**config.mk**
```make
export PLATFORM = sky130hd
export DESIGN_NAME = tail_lamp_ctrl
export DESIGN_NICKNAME = d
export VERILOG_FILES = /design/src/rtl/tl_pkg.sv /design/src/rtl/tl_sync.sv /design/src/rtl/tl_arbiter.sv /design/src/rtl/tl_pattern.sv /design/src/rtl/tail_lamp_ctrl.sv
export SDC_FILE = /design/constraint.sdc
export NUM_CORES = 1
export LEC_CHECK = 0
export BUFFER_PORTS_ARGS = -buffer_cell sky130_fd_sc_hd__buf_4
export CAP_MARGIN = 20
export CORE_MARGIN = 10
export CORE_UTILIZATION = 48
export DETAILED_ROUTE_END_ITERATION = 10
export GPL_ROUTABILITY_DRIVEN = 0
export HOLD_SLACK_MARGIN = 0.08
export PLACE_DENSITY_LB_ADDON = 0.2
export SLEW_MARGIN = 30
export SYNTH_ARGS = -nofsm -noshare
export SYNTH_HDL_FRONTEND = slang
export SYNTH_SLANG_ARGS = --single-unit
```
**constraint.sdc**
```tcl
create_clock -name clk_i -period 1.4 [get_ports clk_i]
set_input_delay 0 -clock clk_i [delete_from_list [all_inputs] [get_ports clk_i]]
set_output_delay 0 -clock clk_i [all_outputs]
set_load 0.02 [all_outputs]
```
**src/rtl/tl_pkg.sv**
```systemverilog
package tl_pkg;

    typedef enum logic [2:0] {
        MODE_IDLE  = 3'd0,
        MODE_LEFT  = 3'd1,
        MODE_RIGHT = 3'd2,
        MODE_FLASH = 3'd3,
        MODE_SOLID = 3'd4
    } lamp_mode_e;

    localparam int SW_W = 4;

endpackage

```
**src/rtl/tl_sync.sv**
```systemverilog
module tl_sync #(
    parameter int WIDTH  = 4,
    parameter int STAGES = 2
) (
    input  logic             clk_i,
    input  logic             rst_i,
    input  logic [WIDTH-1:0] async_i,
    output logic [WIDTH-1:0] sync_o
);

    logic [WIDTH-1:0] stage_q [STAGES];

    generate
        for (genvar s = 0; s < STAGES; s++) begin : g_stage
            logic [WIDTH-1:0] src_d;
            if (s == 0) begin : g_first
                assign src_d = async_i;
            end else begin : g_next
                assign src_d = stage_q[s-1];
            end
            always_ff @(posedge clk_i) begin
                if (rst_i) stage_q[s] <= '0;
                else       stage_q[s] <= src_d;
            end
        end
    endgenerate

    assign sync_o = stage_q[STAGES-1];

endmodule

```
**src/rtl/tl_arbiter.sv**
```systemverilog
module tl_arbiter
    import tl_pkg::*;
(
    input  logic       left_i,
    input  logic       right_i,
    input  logic       hazard_i,
    input  logic       brake_i,
    output lamp_mode_e mode_o
);

    always_comb begin
        if (brake_i || (left_i && right_i)) mode_o = MODE_SOLID;
        else if (hazard_i)                  mode_o = MODE_FLASH;
        else if (left_i)                    mode_o = MODE_LEFT;
        else if (right_i)                   mode_o = MODE_RIGHT;
        else                                mode_o = MODE_IDLE;
    end

endmodule

```
**src/rtl/tl_pattern.sv**
```systemverilog
module tl_pattern
    import tl_pkg::*;
#(
    parameter int NUM_LAMPS = 3
) (
    input  logic                 clk_i,
    input  logic                 rst_i,
    input  logic                 step_i,
    input  lamp_mode_e           mode_i,
    output logic [NUM_LAMPS-1:0] left_o,
    output logic [NUM_LAMPS-1:0] right_o
);

    localparam int               POS_W = $clog2(NUM_LAMPS + 1);
    localparam logic [POS_W-1:0] LAST  = POS_W'(NUM_LAMPS);

    typedef struct packed {
        lamp_mode_e           mode;
        logic [POS_W-1:0]     pos;
        logic                 flash;
        logic [NUM_LAMPS-1:0] left;
        logic [NUM_LAMPS-1:0] right;
    } pat_state_t;

    pat_state_t state_d, state_q;
    logic [NUM_LAMPS-1:0] chase_d;

    generate
        for (genvar i = 0; i < NUM_LAMPS; i++) begin : g_chase
            assign chase_d[i] = (state_d.pos == POS_W'(i + 1));
        end
    endgenerate

    always_comb begin
        state_d = state_q;
        if (mode_i != state_q.mode) begin
            state_d.mode  = mode_i;
            state_d.pos   = '0;
            state_d.flash = 1'b0;
        end else if (step_i) begin
            unique case (state_q.mode)
                MODE_LEFT, MODE_RIGHT:
                    state_d.pos = (state_q.pos == LAST) ? '0 : state_q.pos + 1'b1;
                MODE_FLASH:
                    state_d.flash = ~state_q.flash;
                default: ;
            endcase
        end

        state_d.left  = '0;
        state_d.right = '0;
        unique case (state_d.mode)
            MODE_SOLID: begin
                state_d.left  = '1;
                state_d.right = '1;
            end
            MODE_FLASH: begin
                state_d.left  = {NUM_LAMPS{state_d.flash}};
                state_d.right = {NUM_LAMPS{state_d.flash}};
            end
            MODE_LEFT:  state_d.left  = chase_d;
            MODE_RIGHT: state_d.right = chase_d;
            default: ;
        endcase
    end

    always_ff @(posedge clk_i) begin
        if (rst_i) begin
            state_q.mode  <= MODE_IDLE;
            state_q.pos   <= '0;
            state_q.flash <= 1'b0;
            state_q.left  <= '0;
            state_q.right <= '0;
        end else begin
            state_q <= state_d;
        end
    end

    assign left_o  = state_q.left;
    assign right_o = state_q.right;

endmodule

```
**src/rtl/tail_lamp_ctrl.sv**
```systemverilog
module tail_lamp_ctrl
    import tl_pkg::*;
#(
    parameter int NUM_LAMPS   = 3,
    parameter int SYNC_STAGES = 2
) (
    input  logic                 clk_i,
    input  logic                 rst_i,
    input  logic                 step_i,
    input  logic                 turn_l_i,
    input  logic                 turn_r_i,
    input  logic                 hazard_i,
    input  logic                 brake_i,
    output logic [NUM_LAMPS-1:0] lamp_l_o,
    output logic [NUM_LAMPS-1:0] lamp_r_o
);

    logic [SW_W-1:0] sw_sync;
    lamp_mode_e      mode_win;

    tl_sync #(
        .WIDTH  (SW_W),
        .STAGES (SYNC_STAGES)
    ) u_sync (
        .clk_i   (clk_i),
        .rst_i   (rst_i),
        .async_i ({brake_i, hazard_i, turn_l_i, turn_r_i}),
        .sync_o  (sw_sync)
    );

    tl_arbiter u_arb (
        .left_i   (sw_sync[1]),
        .right_i  (sw_sync[0]),
        .hazard_i (sw_sync[2]),
        .brake_i  (sw_sync[3]),
        .mode_o   (mode_win)
    );

    tl_pattern #(
        .NUM_LAMPS (NUM_LAMPS)
    ) u_pat (
        .clk_i   (clk_i),
        .rst_i   (rst_i),
        .step_i  (step_i),
        .mode_i  (mode_win),
        .left_o  (lamp_l_o),
        .right_o (lamp_r_o)
    );

endmodule

```
### Yosys cells after proc, flatten, opt, wreduce, memory -nomap -nowiden

Memory sizes are Yosys's and may differ from the RTL's.
Cells that the tools add are included.

* eq/ne operators: 12
* add/sub/neg operators: 1
* multiplexer cells: 17
* bitwise gates (word level): 3
* reductions and logical operators: 3

Operator list (number)
* $mux W3: 6
* $pmux W3 S3: 2
* $eq A3 B2 Y1 const B: 4
* $mux W4: 2
* $eq A2 B2 Y1 const B: 3
* $eq A3 B1 Y1 const B: 2
* $mux W2: 3
* $mux W1: 4
* $eq A3 B3 Y1 const B: 1
* $ne A3 B3 Y1: 1
* $add A2 B1 Y2 const B: 1
* $eq A2 B1 Y1 const B: 1
* $or A1 B1 Y1: 2
* $reduce_or A2 Y1: 1
* $logic_and A1 B1 Y1: 1
* $logic_or A1 B1 Y1: 1
* $not A1 Y1: 1

* register bits after elaboration: 12
* output and inout bits: 6
* memories kept: 1
* bits in writable memories: 8
* bits of input ports: 7

Memories
* u_sync.stage_q: depth 2, bits a word 4, read ports 2, clocked after Yosys merged registers in 0, write ports 2, line tl_sync.sv:11 `logic [WIDTH-1:0] stage_q [STAGES];`

### Longest topological paths before layout

Gate-level depths: netlist of run 1.
An unclocked memory read counts as a cell.

* word-level depth: 9
* gate-level depth with buffers: 4
* depth with buffers taken out: 4

### Modules after synthesis

Synthesis of run 1 repeated with hierarchy kept, for this count alone.

* cells, all modules: 81
* area total of the unflattened synthesis: 842.1 sq um

Modules (own cells, without submodules)
* tl_pattern: times used 1, sequential area each 240.2 sq um, area each 584.3 sq um, cells each 58
* tl_sync: times used 1, sequential area each 160.2 sq um, area each 210.2 sq um, cells each 16
* tl_arbiter: times used 1, sequential area each 0.0 sq um, area each 47.5 sq um, cells each 7

### Worst setup path after synthesis of run 1

No wires, ideal clock.

* kind: register to register
* from: memory u_sync.stage_q[1][0]
* to: register u_pat.state_q, in the netlist u_pat.left_o[2]
* path slack: 0.063 ns
* data arrival time: 1.236 ns
* cell stages (with the launch flop): 5
* path through: dfxtp_1 -> a21o_4 -> nor4b_4 -> nor2_2 -> o41ai_1

RTL lines
* from (decl): line tl_sync.sv:11
* to (signal assigned): line tl_pattern.sv:75 `state_q <= state_d;`
* to (decl): line tl_pattern.sv:25 `pat_state_t state_d, state_q;`

==> flow_summary.ini, run 1 <==
[grt]
grt_pass1_wl_um = 2753
antenna_found_initial = 0
grt_pass1_vias = 636
busiest_layer = met2
grt-ovfl-total = 0
grtUsageMet3_pct = 3.659
grt_max_degree = 16
groute.layer.met1.usage_pct = 9.859
grt_usage_pct = 9.643
globalRouteMet2Util_pct = 16.81

[clocking]
cts.sinks = 20
path_clk_slew_ns = 0.12
cts_buffer_depth = 2
clock_latency_ns = 0.30
cts_tree = built
cts_buffers = 3
cts_max_level = 1
cts_root_buf = clkbuf_4

[finish]
drive_gt1_share_pct = 47.17
diodes = 0
synthToLayoutAreaGrowth_pct = 43.26
fin_util_pct = 71.63
nNetsFinal = 115
fill_cells = 127

[sta]
worst_pin_slew_ns = 0.3510
fin_ws_ns = -0.02606
period_share_pct = 101.9
finClkSkew_ns = 0.004037
finalHoldViolCount = 0
setup_viol = 1
holdWs_ns = 0.4470
fmax_ghz = 0.7012
drv_slew = 0
grt_setup_unrepaired = true
fin_crit_ns = 1.426
relSlewSlack_pct = 75.93

[drt]
antenna_left = 0
first_iter_violations = 11
avgViaCountPerCell = 5.325
post-route-drc-count = 0
wire_per_inst_um = 13.99
dr_total_vias = 655
dr.pass1.iters = 4
wirelength_um = 1721

[yosys]
synthArstFlopShare_pct = 0
synth_fa_ha_area_share_pct = 1.481
yosysUniqueCellTypes = 30
syn-num-nets = 88
netlist_area_sq_um = 844.6
netlist_instances = 80
ys_ff_latch = 20
synthFlopType = dfxtp_1
muxShareOfSynthArea_pct = 4.889
synth_top_family_by_area = simple AND/OR/NAND/NOR gates
ys_seq_area_share_pct = 47.41
avgSynthCellArea_sq_um = 10.56
synth_xor_area_share_pct = 3.111
yosys.area_share.simple_pct = 24.44
ys_warn_count = 0
synth_edf_count = 0
synth_compound_area_share_pct = 12.89

[placed_design]
portBuffers = 12
pre_cts_ws_ns = -0.008539
hpwl_um = 1085

[floorplanning]
rows = 15
boundaryPins = 13
dieArea_sq_um = 3837
start_util_pct = 50.00
die_h_um = 61.95
core_sq_um = 1689
dieWidth_um = 61.95

[worst_setup_path]
cp_num_buf_inv = 1
slowest_delay_ns = 0.54
worstPathRequired_ns = 1.62
end_kind = flip-flop
crit_type = flip-flop to flip-flop
path_cells = buf_6, or4bb_4, o41ai_2
crit_arrival_ns = 1.64
cp_slowest_cell = or4bb_4
crit_family = simple AND/OR/NAND/NOR gates
cp-start-kind = flip-flop
path_max_fanout = 4

[power_and_ir_drop]
peakVddDrop_mv = 0.5710
p_leak_nw = 0.5222
cellPowerDensity_nw_per_um2 = 1024

[run_status]
violations = setup timing
status = finished, violations left

[job]
cap_viol_max_count = 0

[worst_hold_path]
min_path_type = flip-flop to flip-flop
per-layer routing:
metal  routed length [um]  vias to the layer above  part of all wire (%)
met5                    0                        -                     0
met1                  730                      301                    42
li1                     -                      331                     -
met2                  839                       18                    49
met3                  114                        5                   6.6
met4                   36                        0                   2.1
cells in the final DEF, fill, tap and decap left out, drive strengths merged, types with 2 or more instances in the layout:
| cell | instances |
|---|---|
| dfxtp | 20 |
| buf | 19 |
| dlygate4sd3 | 10 |
| nor2b | 9 |
| nor2 | 9 |
| o31ai | 4 |
| nor3 | 3 |
| clkbuf | 3 |
| xor2 | 3 |
| mux2i | 3 |
| o21ai | 2 |
| nand3 | 2 |
| o41ai | 2 |
| a21o | 2 |
| and2b | 2 |
synth_stat cells (2+ instances only):
cell | count | share of area (%)
buf_4 | 6 | 5.3
dfxtp_1 | 20 | 47
mux2i_1 | 3 | 3.6
nand3_1 | 2 | 1.2
nor2_1 | 8 | 3.6
nor2b_1 | 9 | 6.7
nor3_1 | 3 | 1.8
o21ai_0 | 2 | 1.2
o31ai_1 | 3 | 2.7
o41ai_1 | 2 | 2.1
xor2_1 | 3 | 3.1
layout make-up:
type                    count  area [sq um]  share of cell area, %
repair buffers             29         246.5                  20.37
multi-input cells          53         473.0                  39.09
clock inverters             1         30.03                  2.482
well taps                  17         21.27                  1.758
flip-flops and latches     20         416.7                  34.44
clock buffers               3         22.52                  1.861
what timing repair did:
item,in CTS,in global routing
endpoints found under the hold margin,12,0
setup buffers,0,2
resized for setup,10,17
hold buffers,10,0
pin swaps,5,6
endpoints found under the setup margin,7,9
power by group:
| part | internal [mW] | switching, mW | leakage, nW | total (mW) |
|---|---|---|---|---|
| registers | 0.587 | 0.0150 | 0.168 | 0.602 |
| logic | 0.0925 | 0.0747 | 0.327 | 0.167 |
| clock network | 0.289 | 0.180 | 0.0279 | 0.470 |
through the flow:
step                      area (sq um)  total power [mW]  std cells  TNS [ns]
final                             1210             1.239        123  -0.02606
after global routing              1210             1.293        123   -0.2035
after CTS                         1132             1.226        121  -0.02527
after detailed placement         944.7            0.7325        107  -0.01602
after global placement           944.7            0.7301        107         0
after floorplan                  844.6            0.6914         80         0
cell families after synthesis:
kind of cell	count (synthesis)
DFF	20
adders and majority gates	1
muxes	4
AOI/OAI and AO/OA	13
and+or+nand+nor	32
buffers and inverters	7
xor gates and xnor gates	3
final timing paths:
check             slack, ns  cells after the start                             from                               to
hold reg to reg        0.45                      1  u_sync.stage_q[0][0]$_SDFF_PP0_  u_sync.stage_q[1][0]$_SDFF_PP0_
setup / recovery      -0.03                      3  u_sync.stage_q[1][3]$_SDFF_PP0_      u_pat.right_o[2]$_SDFF_PP0_
hold / removal         0.45                      1  u_sync.stage_q[0][0]$_SDFF_PP0_  u_sync.stage_q[1][0]$_SDFF_PP0_
setup reg to reg      -0.03                      3  u_sync.stage_q[1][3]$_SDFF_PP0_      u_pat.right_o[2]$_SDFF_PP0_
sequential cells by signal (all words and copies together) (netlist names):
register and cells:
u_pat.left_o 3, u_pat.right_o 3, u_pat.state_q 6, u_sync.stage_q 8
worst reg2reg max path: cells and delay by family, from the launching register on:
kind | cells | cell delay, ns
simple gates | 1 | 0.54
flops | 1 | 0.35
compound gates | 1 | 0.33
buf+inv | 1 | 0.12
(Power assumes the default switching activity.)
==> inputs of run 2 (changes only) <==
SKIP_LAST_GASP = 1   (was unset)
==> run 2 against run 1 <==
The run still ends with setup timing left. First-iteration DRC count grew 9.1%. Final area shrank 0.41%. Register-to-register slack is essentially flat. Sequential power is essentially flat. Combinational power is essentially flat. Critical path depth is the same. Sequential share of layout area grew 0.14 points.
==> flow_summary.ini, run 2 (synthesized netlist as in run 1, its figures left out) <==
[clocking]
cts_buffer_depth = 2
cts.sinks = 20
cts_tree = built
clock_latency_ns = 0.30
cts_buffers = 3
path_clk_slew_ns = 0.12
cts_max_level = 1
cts_root_buf = clkbuf_4

[sta]
fmax_ghz = 0.6996
period_share_pct = 102.1
relSlewSlack_pct = 75.90
finClkSkew_ns = 0.005070
worst_pin_slew_ns = 0.3514
fin_crit_ns = 1.429
setup_tns_ns = -0.02935
fin_ws_ns = -0.02935
finalHoldViolCount = 0
drv_slew = 0
grt_setup_unrepaired = true
setup_viol = 1

[placed_design]
portBuffers = 12
hpwl_um = 1085
placed_area_sq_um = 944.7

[floorplanning]
start_util_pct = 50.00
dieArea_sq_um = 3837
rows = 15
die_h_um = 61.95
core_sq_um = 1689
boundaryPins = 13
dieWidth_um = 61.95

[finish]
layout_commonest_cell = buf_4
nNetsFinal = 115
fill_cells = 127
reg_top3 = u_sync.stage_q: 8 flops, u_pat.state_q: 6 flops
design_area_sq_um = 1205
top_register = u_sync.stage_q
diodes = 0
final_cell_mix = buf_4 (18), dfxtp_1 (13), dlygate4sd3_1 (10)
synthToLayoutAreaGrowth_pct = 42.67
largest_reg_flops = 8
drive_gt1_share_pct = 47.17

[drt]
first_iter_violations = 12
dr_total_vias = 659
antenna_left = 0
wire_per_inst_um = 13.95
dr.pass1.iters = 4
avgViaCountPerCell = 5.358
wirelength_um = 1716
post-route-drc-count = 0

[grt]
groute.layer.met1.usage_pct = 9.859
grt_pass1_wl_um = 2753
busiest_layer = met2
grt_max_degree = 16
grt_usage_pct = 9.643
grt_pass1_vias = 636
antenna_found_initial = 0
globalRouteMet2Util_pct = 16.81
grtUsageMet3_pct = 3.659
grt-ovfl-total = 0

[worst_hold_path]
min_path_type = flip-flop to flip-flop

[run_status]
violations = setup timing
status = finished, violations left

[power_and_ir_drop]
cellPowerDensity_nw_per_um2 = 1027
p_leak_nw = 0.5204
peakVddDrop_mv = 0.5703

[worst_setup_path]
crit_type = flip-flop to flip-flop
end_kind = flip-flop
cp-start-kind = flip-flop
crit_arrival_ns = 1.64
worstPathRequired_ns = 1.61
path_max_fanout = 4

[job]
cap_viol_max_count = 0
-- run 2: cell counts in the layout (fill, tap and decap cells not counted) --
Identical to the previous run, type by type.
-- run 2: per-stage QoR --
stage / hold slack, ns / cells / setup slack (ns) / util (%) / power [mW]
final: 0.4470 / 123 / -0.02935 / 71.33 / 1.237
after floorplan: 0.07161 / 80 / 0.06286 / - / 0.6914
after CTS: 0.4475 / 121 / -0.02527 / 67.04 / 1.226
after global routing: 0.4535 / 123 / -0.07706 / 71.33 / 1.292
after global placement: 0.2087 / 107 / 0.01484 / 55.93 / 0.7301
after detailed placement: 0.2184 / 107 / -0.008539 / 55.93 / 0.7325
-- run 2: final cells by class --
| cell class | instances | area, sq um | area share, % |
|---|---|---|---|
| repair buffers | 29 | 246.5 | 20.46 |
| clock inverters | 1 | 30.03 | 2.492 |
| multi-input cells | 53 | 467.9 | 38.84 |
| well taps | 17 | 21.27 | 1.765 |
| flip-flops and latches | 20 | 416.7 | 34.58 |
| clock buffers | 3 | 22.52 | 1.869 |
-- run 2: critical path: stages, from the launching register on --
cell and delay (ns):
dfxtp_2 0.35, buf_6 0.11, or4bb_4 0.55, o41ai_2 0.33
-- run 2: final timing paths --
kind,from,to,slack [ns],cells past startpoint
max reg2reg,u_sync.stage_q[1][3]$_SDFF_PP0_,u_pat.right_o[2]$_SDFF_PP0_,-0.03,3
max,u_sync.stage_q[1][3]$_SDFF_PP0_,u_pat.right_o[2]$_SDFF_PP0_,-0.03,3
min reg2reg,u_sync.stage_q[0][0]$_SDFF_PP0_,u_sync.stage_q[1][0]$_SDFF_PP0_,0.45,1
min,u_sync.stage_q[0][0]$_SDFF_PP0_,u_sync.stage_q[1][0]$_SDFF_PP0_,0.45,1
-- run 2: routing by layer --
| layer | vias to the layer above | routed length, um |
|---|---|---|
| li1 | 328 | - |
| met1 | 302 | 732 |
| met2 | 20 | 819 |
| met3 | 9 | 118 |
| met4 | 0 | 46 |
| met5 | - | 0 |
-- run 2: power by group --
group          total, mW  switching (mW)  leakage [nW]  internal (mW)
Combinational      0.166          0.0746         0.325         0.0917
Sequential         0.602          0.0144         0.168          0.587
Clock              0.469           0.180        0.0279          0.289
Total               1.24           0.269         0.520          0.968
-- run 2: what timing repair did --
item                                    4_1_cts  5_1_grt
hold buffers                                 10        0
resized for setup                            10       16
endpoints found under the setup margin        7        9
pin swaps                                     5        6
endpoints found under the hold margin        12        0
setup buffers                                 0        2
